<file path="src/rtl/strmove_pkg.sv">
package strmove_pkg;
  typedef enum logic [1:0] {
    SEQ_IDLE   = 2'd0,
    SEQ_FIRST  = 2'd1,
    SEQ_SECOND = 2'd2
  } seq_state_t;

  localparam int NUM_CODES = 2;
  localparam logic [7:0] ACCEPT_CODES [NUM_CODES] = '{8'hF2, 8'hA4};
endpackage

</file>
<file path="src/rtl/strmove_regs.sv">
module strmove_regs #(
  parameter int AW = 16,
  parameter int CW = 16
) (
  input  logic          clk,
  input  logic          rst_n,
  input  logic          busy,
  input  logic          load_en,
  input  logic [AW-1:0] load_src,
  input  logic [AW-1:0] load_dst,
  input  logic [CW-1:0] load_cnt,
  input  logic          step,
  output logic [AW-1:0] src_q,
  output logic [AW-1:0] dst_q,
  output logic [CW-1:0] cnt_q,
  output logic          cnt_zero,
  output logic          cnt_one
);
  localparam logic [AW-1:0] PTR_INC = AW'(1);
  localparam logic [CW-1:0] CNT_DEC = CW'(1);

  always_ff @(posedge clk) begin
    if (!rst_n) begin
      src_q <= '0;
      dst_q <= '0;
      cnt_q <= '0;
    end else if (step) begin
      src_q <= src_q + PTR_INC;
      dst_q <= dst_q + PTR_INC;
      cnt_q <= cnt_q - CNT_DEC;
    end else if (load_en && !busy) begin
      src_q <= load_src;
      dst_q <= load_dst;
      cnt_q <= load_cnt;
    end
  end

  assign cnt_zero = (cnt_q == '0);
  assign cnt_one  = (cnt_q == CNT_DEC);

  // a step moves both pointers up and the count down by one
  p_step_update_r4: assert property (@(posedge clk) disable iff (!rst_n)
    step |=> (src_q == $past(src_q) + PTR_INC) && (dst_q == $past(dst_q) + PTR_INC)
             && (cnt_q == $past(cnt_q) - CNT_DEC));

  // loads have no effect while an operation runs
  p_load_blocked_r3: assert property (@(posedge clk) disable iff (!rst_n)
    (busy && !step) |=> $stable(src_q) && $stable(dst_q) && $stable(cnt_q));
endmodule

</file>
<file path="src/rtl/strmove_hold.sv">
module strmove_hold #(
  parameter int DW = 8
) (
  input  logic          clk,
  input  logic          rst_n,
  input  logic          capture,
  input  logic [DW-1:0] rdata,
  output logic [DW-1:0] held,
  output logic          differs
);
  always_ff @(posedge clk) begin
    if (!rst_n)       held <= '0;
    else if (capture) held <= rdata;
  end

  assign differs = (held != rdata);
endmodule

</file>
<file path="src/rtl/strmove_seq.sv">
module strmove_seq
  import strmove_pkg::*;
(
  input  logic       clk,
  input  logic       rst_n,
  input  logic       start,
  input  logic [7:0] cmd_code,
  input  logic       mode,
  input  logic       cnt_zero,
  input  logic       cnt_one,
  input  logic       differs,
  input  logic       mem_ready,
  output logic       busy,
  output logic       done,
  output logic       mismatch,
  output logic       mem_valid,
  output logic       mem_we,
  output logic       sel_dst,
  output logic       capture,
  output logic       step
);
  seq_state_t state;
  logic       cmp_q;
  logic [NUM_CODES-1:0] code_hit;
  logic       accept;

  for (genvar i = 0; i < NUM_CODES; i++) begin : g_code
    assign code_hit[i] = (cmd_code == ACCEPT_CODES[i]);
  end

  assign accept    = start && (state == SEQ_IDLE) && (|code_hit);
  assign busy      = (state != SEQ_IDLE);
  assign mem_valid = busy;
  assign sel_dst   = (state == SEQ_SECOND);
  assign mem_we    = sel_dst && !cmp_q;
  assign capture   = (state == SEQ_FIRST) && mem_ready;
  assign step      = (state == SEQ_SECOND) && mem_ready;

  always_ff @(posedge clk) begin
    if (!rst_n) begin
      state    <= SEQ_IDLE;
      done     <= 1'b0;
      mismatch <= 1'b0;
      cmp_q    <= 1'b0;
    end else begin
      done <= 1'b0;
      unique case (state)
        SEQ_IDLE: begin
          if (accept) begin
            mismatch <= 1'b0;
            cmp_q    <= mode;
            if (cnt_zero) done  <= 1'b1;
            else          state <= SEQ_FIRST;
          end
        end
        SEQ_FIRST: begin
          if (mem_ready) state <= SEQ_SECOND;
        end
        SEQ_SECOND: begin
          if (mem_ready) begin
            if (cmp_q && differs) begin
              mismatch <= 1'b1;
              done     <= 1'b1;
              state    <= SEQ_IDLE;
            end else if (cnt_one) begin
              done  <= 1'b1;
              state <= SEQ_IDLE;
            end else begin
              state <= SEQ_FIRST;
            end
          end
        end
        default: state <= SEQ_IDLE;
      endcase
    end
  end

  // a start with zero count finishes at once without a request
  p_zero_count_r5: assert property (@(posedge clk) disable iff (!rst_n)
    (accept && cnt_zero) |=> done && !mem_valid);

  // mismatch only rises together with the completion pulse
  p_mismatch_ends_r7: assert property (@(posedge clk) disable iff (!rst_n)
    $rose(mismatch) |-> done && !busy);

  // a start while running does not end the operation early
  p_start_ignored_r9: assert property (@(posedge clk) disable iff (!rst_n)
    (busy && start && !step) |=> busy);
endmodule

</file>
<file path="src/rtl/strmove_engine.sv">
module strmove_engine #(
  parameter int AW = 16,
  parameter int CW = 16,
  parameter int DW = 8
) (
  input  logic          clk,
  input  logic          rst_n,
  input  logic          start,
  input  logic [7:0]    cmd_code,
  input  logic          mode,
  input  logic          load_en,
  input  logic [AW-1:0] load_src,
  input  logic [AW-1:0] load_dst,
  input  logic [CW-1:0] load_cnt,
  output logic [AW-1:0] src_ptr,
  output logic [AW-1:0] dst_ptr,
  output logic [CW-1:0] count,
  output logic          busy,
  output logic          done,
  output logic          mismatch,
  output logic          mem_valid,
  output logic          mem_we,
  output logic [AW-1:0] mem_addr,
  output logic [DW-1:0] mem_wdata,
  input  logic          mem_ready,
  input  logic [DW-1:0] mem_rdata
);
  logic cnt_zero, cnt_one, differs, sel_dst, capture, step;

  strmove_regs #(.AW(AW), .CW(CW)) u_regs (
    .clk      (clk),
    .rst_n    (rst_n),
    .busy     (busy),
    .load_en  (load_en),
    .load_src (load_src),
    .load_dst (load_dst),
    .load_cnt (load_cnt),
    .step     (step),
    .src_q    (src_ptr),
    .dst_q    (dst_ptr),
    .cnt_q    (count),
    .cnt_zero (cnt_zero),
    .cnt_one  (cnt_one)
  );

  strmove_hold #(.DW(DW)) u_hold (
    .clk     (clk),
    .rst_n   (rst_n),
    .capture (capture),
    .rdata   (mem_rdata),
    .held    (mem_wdata),
    .differs (differs)
  );

  strmove_seq u_seq (
    .clk       (clk),
    .rst_n     (rst_n),
    .start     (start),
    .cmd_code  (cmd_code),
    .mode      (mode),
    .cnt_zero  (cnt_zero),
    .cnt_one   (cnt_one),
    .differs   (differs),
    .mem_ready (mem_ready),
    .busy      (busy),
    .done      (done),
    .mismatch  (mismatch),
    .mem_valid (mem_valid),
    .mem_we    (mem_we),
    .sel_dst   (sel_dst),
    .capture   (capture),
    .step      (step)
  );

  assign mem_addr = sel_dst ? dst_ptr : src_ptr;

  // a stalled request is held unchanged
  p_req_hold_r6: assert property (@(posedge clk) disable iff (!rst_n)
    (mem_valid && !mem_ready) |=> mem_valid && $stable(mem_we) && $stable(mem_addr)
                                  && $stable(mem_wdata));

  // completion pulse only once idle
  p_done_idle_r9: assert property (@(posedge clk) disable iff (!rst_n)
    done |-> !busy);
endmodule

</file>
<file path="config.mk">
export PLATFORM = sky130hd
export DESIGN_NAME = strmove_engine
export DESIGN_NICKNAME = d
export VERILOG_FILES = /design/src/rtl/strmove_pkg.sv /design/src/rtl/strmove_regs.sv /design/src/rtl/strmove_hold.sv /design/src/rtl/strmove_seq.sv /design/src/rtl/strmove_engine.sv
export SDC_FILE = /design/constraint.sdc
export NUM_CORES = 1
export LEC_CHECK = 0
export BUFFER_PORTS_ARGS = -buffer_cell sky130_fd_sc_hd__buf_2
export CORE_MARGIN = 2
export CORE_UTILIZATION = 33
export DETAILED_ROUTE_END_ITERATION = 6
export GPL_TIMING_DRIVEN = 1
export SYNTH_ARGS = -nofsm -noshare
export SYNTH_HDL_FRONTEND = slang
export SYNTH_HIERARCHICAL = 1
export SYNTH_SLANG_ARGS = --single-unit
</file>
<file path="constraint.sdc">
create_clock -name clk -period 1.65 [get_ports clk]
set_input_delay 0.0825 -clock clk [delete_from_list [all_inputs] [get_ports clk]]
set_output_delay 0.0825 -clock clk [all_outputs]
set_load 0.01 [all_outputs]
</file>
==> run_results.csv, run 1 <==
group,metric,value,unit
run_status,status,"finished with violations",
run_status,failing_checks,"hold timing, setup timing",
synthesis,synth-async-reset-ratio,0,%
grt,grt_antenna_before_repair,1,
finish,finish.net_count,739,
critical_path,worstSetupStartpointType,"flip-flop",
finish,syn2layout_area_growth,67.6,%
floorplanning,chipWidth,110,um
synthesis,yosys_warnings,6,
drt,detail_route.wirelength,14.4,mm
grt,grt_first_pass_wirelength,21.3,mm
critical_path,worst_ep_arrival_time,1.79,ns
sta,hold_viol_final,1,
sta,final.hold.worst_slack,-0.00174,ns
cts,clock_latency_late_sink,0.36,ns
worst_hold_path,hold_path_class,"input pin to flip-flop",
sta,slew_hr,67.1,%
critical_path,worstRegToRegCells,6,
synthesis,post_synth_instance_area,3710,um^2
sta,period_needed,1.88,ns
sta,finalCritPeriodShare,114,%
sta,rsz_0062_raised_after_global_routing,"yes",
drt,via_count,4488,
sta,finalClockSkew,0.0128,ns
synthesis,synth.lib_cells_used.distinct,74,
placed_design,routabilityCongestion,0.923,
placed_design,dp_worst_setup_slack,-0.0296,ns
finish,antenna-diode-count,0,
synthesis,synth_seq_area_share,32.9,%
sta,max_freq,0.533,GHz
synthesis,synth_top_cell_area_share,32.9,%
cts,clock_buffer_count_from_cts,9,
floorplanning,die-height,110,um
grt,maximum_number_of_pins_on_one_net_before_global_route_repair,36,
synthesis,postSynthNetCount,503,
sta,finalMaxSlewViolations,0,
sta,post-route-worst-setup-slack,-0.226,ns
floorplanning,fp.coreArea,10900,um^2
drt,viasPerCell,5.54,
sta,setup_violations,53,
drt,final_antenna_net_count,0,
grt,overflow,0,
cts,clockBufferDepth,2,
grt,globalRouteTotalUtil,22.9,%
placed_design,dp_hpwl,9.74,mm
synthesis,netlist.top_cell.by_area,"sky130_fd_sc_hd__dfxtp_1",
critical_path,critical_path.reg2reg.endpoint,"u_regs/src_q[7]$_SDFFE_PN0P_",
sta,fin_tns_setup,-6.79,ns
synthesis,synth_seq_cells,61,
grt,first_global_vias,4237,
critical_path,critPathMaxFanout,8,
power_and_ir_drop,power_leakage,2.70,nW
synthesis,avgSynthCellArea,8.65,um^2
worst_hold_path,holdCritStartpoint,"load_cnt[6]",
critical_path,data_required_time_at_the_worst_endpoint,1.57,ns
cts,cts_tree,"yes",
cts,ctsHtreeMaxLevel,3,
synthesis,synthFlopType,"sky130_fd_sc_hd__dfxtp_1",
sta,tightestPinTransition,0.489,ns
floorplanning,initial_utilization,34.1,%
floorplanning,boundaryPins,147,
finish,area_occupied_by_multi_input_gates,2710,um^2
floorplanning,fp.dieArea,12100,um^2
critical_path,crit_start,"u_seq/state[0]$_SDFFE_PN0P_",
drt,drc_errors,0,
critical_path,path_class,"flip-flop to primary output",
synthesis,synthesis.instances,429,
worst_hold_path,holdPathStages,3,
drt,drtIter0Drc,233,
placed_design,buffer_ports.inserted,146,
floorplanning,row_count,38,
synthesis,synth_top_cells_by_area,"sky130_fd_sc_hd__dfxtp_1 33%, sky130_fd_sc_hd__mux2_4 4.0%, sky130_fd_sc_hd__nand2_1 3.8%",
critical_path,regToRegSetupSlack,-0.22,ns
power_and_ir_drop,irDropWorstVdd,0.480,mV
synthesis,synth_enable_flop_cells,0,
power_and_ir_drop,power-per-cell-area,643,nW/um^2
critical_path,worst_setup_end_kind,"primary output",
finish,seqCellArea,1230,um^2
cts,cts_sinks,61,
finish,drive_above_1_share,51.5,%
finish,fillCellCount,919,
cts,cts_root_buffer,"sky130_fd_sc_hd__clkbuf_8",
drt,wl_per_cell,17.8,um
critical_path,crit_end,"mem_addr[15]",
critical_path,reg2reg_from,"u_seq/state[1]$_SDFFE_PN0P_",
drt,first_drt_pass_iteration_count,4,
job,timing.max_cap.violations,0,
cts,clock_transition_at_the_registers_of_the_reported_paths,0.07,ns
==> per-stage QoR <==
step           total power, mW  cell area, um^2  cells  utilization (%)  hold WS, ns
2_1_floorplan             2.05             3760    429                -        0.200
3_3_place_gp              2.44             5010    753             46.0        0.329
3_5_place_dp              2.45             5010    753             46.0        0.327
4_1_cts                   3.93             5840    799             53.6      0.00148
5_1_grt                   4.15             6220    810             57.1       0.0127
6_report                  4.00             6220    810             57.1     -0.00174
==> final cells by class <==
cell class	count	area share [%]
sequential	61	19.8
multi-input combinational	334	43.6
tap	140	2.82
inverter	11	0.764
timing repair buffer	248	29.9
clock buffer	12	2.33
clock inverter	4	0.764
==> placed cells by master (no fill, tap or decap), types with 4 or more instances in the layout <==
| master | synthesis | routed |
|---|---|---|
| sky130_fd_sc_hd__buf_2 | 5 | 130 |
| sky130_fd_sc_hd__buf_4 | 2 | 61 |
| sky130_fd_sc_hd__dfxtp_1 | 61 | 54 |
| sky130_fd_sc_hd__nand2_1 | 38 | 37 |
| sky130_fd_sc_hd__buf_6 | 1 | 32 |
| sky130_fd_sc_hd__a21oi_1 | 24 | 23 |
| sky130_fd_sc_hd__nand3_1 | 27 | 21 |
| sky130_fd_sc_hd__mux2_4 | 10 | 19 |
| sky130_fd_sc_hd__nor2_1 | 25 | 17 |
| sky130_fd_sc_hd__nand4_1 | 13 | 13 |
| sky130_fd_sc_hd__dlygate4sd3_1 | 0 | 12 |
| sky130_fd_sc_hd__mux2i_1 | 12 | 12 |
| sky130_fd_sc_hd__nor3_1 | 14 | 12 |
| sky130_fd_sc_hd__a31oi_1 | 11 | 11 |
| sky130_fd_sc_hd__clkbuf_8 | 0 | 10 |
| sky130_fd_sc_hd__o21ai_1 | 0 | 10 |
| sky130_fd_sc_hd__xor2_1 | 9 | 9 |
| sky130_fd_sc_hd__nor2b_1 | 9 | 8 |
| sky130_fd_sc_hd__inv_1 | 10 | 8 |
| sky130_fd_sc_hd__a211oi_1 | 11 | 7 |
| sky130_fd_sc_hd__buf_12 | 1 | 6 |
| sky130_fd_sc_hd__dfxtp_2 | 0 | 6 |
| sky130_fd_sc_hd__nand3_2 | 1 | 6 |
| sky130_fd_sc_hd__o211ai_1 | 6 | 6 |
| sky130_fd_sc_hd__o21a_1 | 6 | 6 |
| sky130_fd_sc_hd__nor4_1 | 7 | 5 |
| sky130_fd_sc_hd__nor2_4 | 0 | 5 |
| sky130_fd_sc_hd__or3_1 | 6 | 5 |
| sky130_fd_sc_hd__a311oi_1 | 6 | 5 |
| sky130_fd_sc_hd__nor4_4 | 2 | 4 |
| sky130_fd_sc_hd__a211oi_2 | 0 | 4 |
| sky130_fd_sc_hd__nand2b_1 | 6 | 4 |
==> kinds of logic after synthesis <==
group / synth area share (%)
adders and majority gates: 1.35
AOI/OAI and AO/OA: 22.3
muxes: 10.6
buffers and inverters: 4.55
xor gates and xnor gates: 2.12
and+or+nand+nor: 26.2
DFF: 32.9
==> flip-flops by register name, indices dropped and copies added (netlist names) <==
name / cells
u_hold/held: 8
u_regs/cnt_q: 16
u_regs/dst_q: 16
u_regs/src_q: 16
u_seq/cmp_q: 1
u_seq/done: 1
u_seq/mismatch: 1
u_seq/state: 2
==> Yosys cell counts (all sizes together) (2+ instances only) <==
master / n
o221ai: 3
or3: 6
mux2i: 12
ha: 4
o2111ai: 2
and3: 4
inv: 10
o41ai: 2
o22ai: 3
dfxtp: 61
a2111oi: 3
nand3: 28
xor2: 9
a31oi: 11
buf: 11
a311oi: 6
nand3b: 2
nor3: 15
a32oi: 3
nor2: 25
nand4: 14
a21oi: 24
o311ai: 3
clkbuf: 13
nand2b: 6
o311a: 2
o21a: 6
a41oi: 2
nor2b: 9
or4b: 2
nand2: 38
o21ai: 13
and4: 3
nor4: 10
mux2: 21
o211ai: 6
nand4b: 3
a211oi: 11
==> per-layer routing <==
layer | wire length (um) | GRT usage [%]
met1 | 5940 | 28.7
met2 | 7220 | 38.3
met3 | 926 | 4.64
met4 | 327 | 9.04
met5 | 9 | 0
==> worst min path at each step <==
stage               slack, ns                             to
floorplan                0.20    u_seq/state[1]$_SDFFE_PN0P_
global placement         0.33  u_regs/dst_q[15]$_SDFFE_PN0P_
detailed placement       0.33  u_regs/dst_q[15]$_SDFFE_PN0P_
CTS                     0.001   u_regs/dst_q[5]$_SDFFE_PN0P_
global route             0.01   u_regs/dst_q[5]$_SDFFE_PN0P_
finish                 -0.002   u_regs/cnt_q[6]$_SDFFE_PN0P_
==> power breakdown <==
| part | leakage (nW) | internal, mW | total, mW | switching, mW |
|---|---|---|---|---|
| logic | 2.10 | 0.495 | 0.961 | 0.466 |
| clock network | 0.0964 | 0.735 | 1.38 | 0.647 |
| registers | 0.505 | 1.55 | 1.65 | 0.105 |
==> what timing repair did <==
item                                    CTS  global route
hold buffers                             12             0
resized for setup                        72            70
endpoints found under the setup margin   29            68
hold endpoints to repair                 12             0
setup buffers                            14            14
gates cloned                              5             1
pin swaps                                16            32
==> worst max-delay path, cell delays in order, from the launching register on <==
cell	delay (ns)
sky130_fd_sc_hd__dfxtp_2	0.32
sky130_fd_sc_hd__buf_6	0.12
sky130_fd_sc_hd__or2b_1	0.26
sky130_fd_sc_hd__inv_4	0.13
sky130_fd_sc_hd__buf_12	0.16
sky130_fd_sc_hd__mux2_4	0.32
sky130_fd_sc_hd__buf_6	0.12
Power figures use the tool's default switching activity.
==> run 2: changes to the inputs <==
--- a/config.mk
+++ b/config.mk
@@ -8,9 +8,9 @@
 export BUFFER_PORTS_ARGS = -buffer_cell sky130_fd_sc_hd__buf_2
 export CORE_MARGIN = 2
 export CORE_UTILIZATION = 33
+export CTS_BUF_LIST = sky130_fd_sc_hd__clkbuf_4 sky130_fd_sc_hd__clkbuf_8
 export DETAILED_ROUTE_END_ITERATION = 6
 export GPL_TIMING_DRIVEN = 1
 export SYNTH_ARGS = -nofsm -noshare
 export SYNTH_HDL_FRONTEND = slang
-export SYNTH_HIERARCHICAL = 1
 export SYNTH_SLANG_ARGS = --single-unit
==> run_results.csv, run 2 <==
group,metric,value,unit
power_and_ir_drop,power_leakage,2.76,nW
finish,layout.cells.most_common_list,"136 x sky130_fd_sc_hd__buf_2, 77 x sky130_fd_sc_hd__buf_4, 49 x sky130_fd_sc_hd__dfxtp_1, 40 x sky130_fd_sc_hd__nor2_1, 37 x sky130_fd_sc_hd__nand2_1",
floorplanning,boundaryPins,147,
power_and_ir_drop,p_comb_share,22.5,%
power_and_ir_drop,total_power,3.87,mW
sta,period_needed,2.10,ns
grt,first_global_vias,4292,
placed_design,buffer_ports.inserted,146,
floorplanning,fp.dieArea,11500,um^2
sta,post-route-worst-setup-slack,-0.446,ns
power_and_ir_drop,netSwitchingPower,1.12,mW
sta,finalMaxSlewViolations,0,
placed_design,dp_worst_setup_slack,-0.446,ns
critical_path,worstRegToRegCells,5,
finish,fillCellCount,990,
synthesis,avgSynthCellArea,7.84,um^2
finish,area_occupied_by_multi_input_gates,2390,um^2
power_and_ir_drop,cell_internal_pwr,2.75,mW
grt,globalRouteTotalUtil,23.0,%
synthesis,synth.lib_cells_used.distinct,55,
synthesis,synthesis.instances,449,
drt,viasPerCell,5.40,
drt,via_count,4423,
critical_path,worst_ep_arrival_time,2.37,ns
synthesis,synth-async-reset-ratio,0,%
sta,rsz_0062_raised_after_global_routing,"yes",
power_and_ir_drop,irDropWorstVdd,0.414,mV
drt,detail_route.wirelength,13.8,mm
worst_hold_path,hold_path_class,"input pin to flip-flop",
finish,reg_top3,"u_regs.cnt_q x16, u_regs.dst_q x16, u_regs.src_q x16",
finish,finish.net_count,754,
critical_path,worstSetupStartpointType,"flip-flop",
cts,clockBufferDepth,2,
grt,overflow,0,
floorplanning,initial_utilization,34.1,%
power_and_ir_drop,power-per-cell-area,668,nW/um^2
floorplanning,chipWidth,107,um
synthesis,netlist.top_cell.by_area,"sky130_fd_sc_hd__dfxtp_1",
floorplanning,die-height,107,um
worst_hold_path,holdPathStages,3,
cts,ctsHtreeMaxLevel,3,
finish,antenna-diode-count,0,
critical_path,path_class,"flip-flop to flip-flop",
drt,drc_errors,0,
drt,wl_per_cell,16.9,um
power_and_ir_drop,p_sw_share,28.9,%
synthesis,postSynthNetCount,524,
run_status,failing_checks,"setup timing",
placed_design,dp_hpwl,9.36,mm
finish,drive_above_1_share,46.9,%
finish,utilization,56.1,%
synthesis,synthFlopType,"sky130_fd_sc_hd__dfxtp_1",
critical_path,path_cells,"or2_4 -> or4_4 -> or3_4 -> or4b_4 -> a21oi_2",
critical_path,worst_setup_end_kind,"flip-flop",
critical_path,crit_start,"u_regs.cnt_q[2]$_SDFFE_PN0P_",
synthesis,synth.most_common_cell,"sky130_fd_sc_hd__dfxtp_1",
synthesis,yosys_warnings,0,
sta,max_freq,0.477,GHz
critical_path,critical-path-slowest-cell,"sky130_fd_sc_hd__or4b_4",
grt,maximum_number_of_pins_on_one_net_before_global_route_repair,48,
cts,cts_tree,"yes",
floorplanning,fp.coreArea,10300,um^2
critical_path,data_required_time_at_the_worst_endpoint,1.92,ns
synthesis,ys_top_cells_by_count,"61 x sky130_fd_sc_hd__dfxtp_1, 42 x sky130_fd_sc_hd__nor2_1, 41 x sky130_fd_sc_hd__nand2_1, 37 x sky130_fd_sc_hd__a21oi_1, 28 x sky130_fd_sc_hd__clkbuf_1",
critical_path,critical_path.max_stage_delay,0.49,ns
placed_design,routabilityCongestion,0.841,
sta,slew_hr,37.6,%
sta,fin_tns_setup,-3.43,ns
synthesis,synth_seq_area_share,34.7,%
cts,clock_buffer_count_from_cts,9,
sta,finalClockSkew,0.0123,ns
synthesis,post_synth_instance_area,3520,um^2
worst_hold_path,holdCritStartpoint,"load_cnt[13]",
synthesis,synth_top_cell_area_share,34.7,%
sta,hold_viol_final,0,
grt,grt_antenna_before_repair,0,
sta,finalCritPeriodShare,127,%
cts,cts_root_buffer,"sky130_fd_sc_hd__clkbuf_8",
sta,tightestPinTransition,0.933,ns
finish,seqCellArea,1240,um^2
power_and_ir_drop,seq_power_share,41.8,%
job,timing.max_cap.violations,0,
drt,first_drt_pass_iteration_count,5,
drt,drtIter0Drc,196,
finish,final_common_cell,"sky130_fd_sc_hd__buf_2",
critical_path,critPathMaxFanout,5,
cts,clock_latency_late_sink,0.34,ns
critical_path,reg2reg_from,"u_regs.cnt_q[2]$_SDFFE_PN0P_",
grt,grt_first_pass_wirelength,21.0,mm
power_and_ir_drop,part_of_the_power_in_the_clock_network,35.7,%
sta,setup_violations,26,
cts,clock_transition_at_the_registers_of_the_reported_paths,0.07,ns
drt,final_antenna_net_count,0,
finish,syn2layout_area_growth,64.5,%
cts,cts_sinks,61,
synthesis,synth_top_cells_by_area,"sky130_fd_sc_hd__dfxtp_1 35%, sky130_fd_sc_hd__a21oi_1 5.3%, sky130_fd_sc_hd__nor2_1 4.5%",
synthesis,synth_enable_flop_cells,0,
run_status,status,"finished with violations",
synthesis,synth_seq_cells,61,
floorplanning,row_count,37,
==> run 2: cell families (layout without fill, tap and decap cells) <==
family | count (synthesis) | in the layout | share of synthesized area, %
and+or+nand+nor | 180 | 180 | 26.1
DFF | 61 | 61 | 34.7
AOI/OAI and AO/OA | 126 | 126 | 23.2
xor gates and xnor gates | 11 | 11 | 2.74
buffers and inverters | 44 | 278 | 4.83
adders and majority gates | 5 | 5 | 1.78
muxes | 22 | 22 | 6.68
==> run 2: final cells by class <==
type / instances / share of cell area, %
sequential: 61 / 21.4
multi-input combinational: 344 / 41.2
clock inverter: 4 / 0.821
clock buffer: 11 / 2.61
inverter: 13 / 0.842
tap: 136 / 2.94
timing repair buffer: 250 / 30.2
==> run 2: final timing paths <==
check,end,slack [ns]
worst max register to register,u_regs.cnt_q[11]$_SDFFE_PN0P_,-0.45
worst min register to register,u_seq.cmp_q$_SDFFE_PN0P_,0.53
worst min-delay path,u_regs.cnt_q[13]$_SDFFE_PN0P_,0.007
worst max-delay path,u_regs.cnt_q[11]$_SDFFE_PN0P_,-0.45
==> run 2: power by group through the flow <==
stage | clock (mW) | combinational [mW] | sequential (mW)
4_1_cts | 1.41 | 0.836 | 1.61
3_3_place_gp | 0 | 0.739 | 1.64
2_1_floorplan | 0 | 0.295 | 1.70
3_5_place_dp | 0 | 0.750 | 1.64
6_report | 1.38 | 0.873 | 1.62
5_1_grt | 1.48 | 0.946 | 1.63
==> run 2: stage by stage <==
| step | instance area (um^2) | hold slack (ns) | cells |
|---|---|---|---|
| finish | 5790 | 0.00729 | 819 |
| detailed placement | 4930 | 0.322 | 774 |
| floorplan | 3580 | 0.217 | 449 |
| global placement | 4930 | 0.311 | 774 |
| CTS | 5540 | 0.00191 | 810 |
| global route | 5790 | 0.0197 | 819 |
==> run 2: critical path, delay by kind of cell (launching register included) <==
| kind | cells | cell delay, ns |
|---|---|---|
| flip-flops | 1 | 0.34 |
| AND/OR/NAND/NOR | 4 | 1.57 |
| AO/OA/AOI/OAI | 1 | 0.12 |
==> run 2: what timing repair did <==
action	in CTS	in global routing
hold endpoints to repair	10	0
resized for setup	42	44
pin swaps	16	17
setup endpoints to repair	39	58
cloned	1	1
buffers inserted	10	11
hold buffers	10	0
==> run 2: routing by layer <==
| layer | wire (um) | global-route usage (%) |
|---|---|---|
| met1 | 5900 | 28.9 |
| met2 | 6880 | 41.1 |
| met3 | 819 | 2.91 |
| met4 | 226 | 6.49 |
| met5 | 0 | 0 |
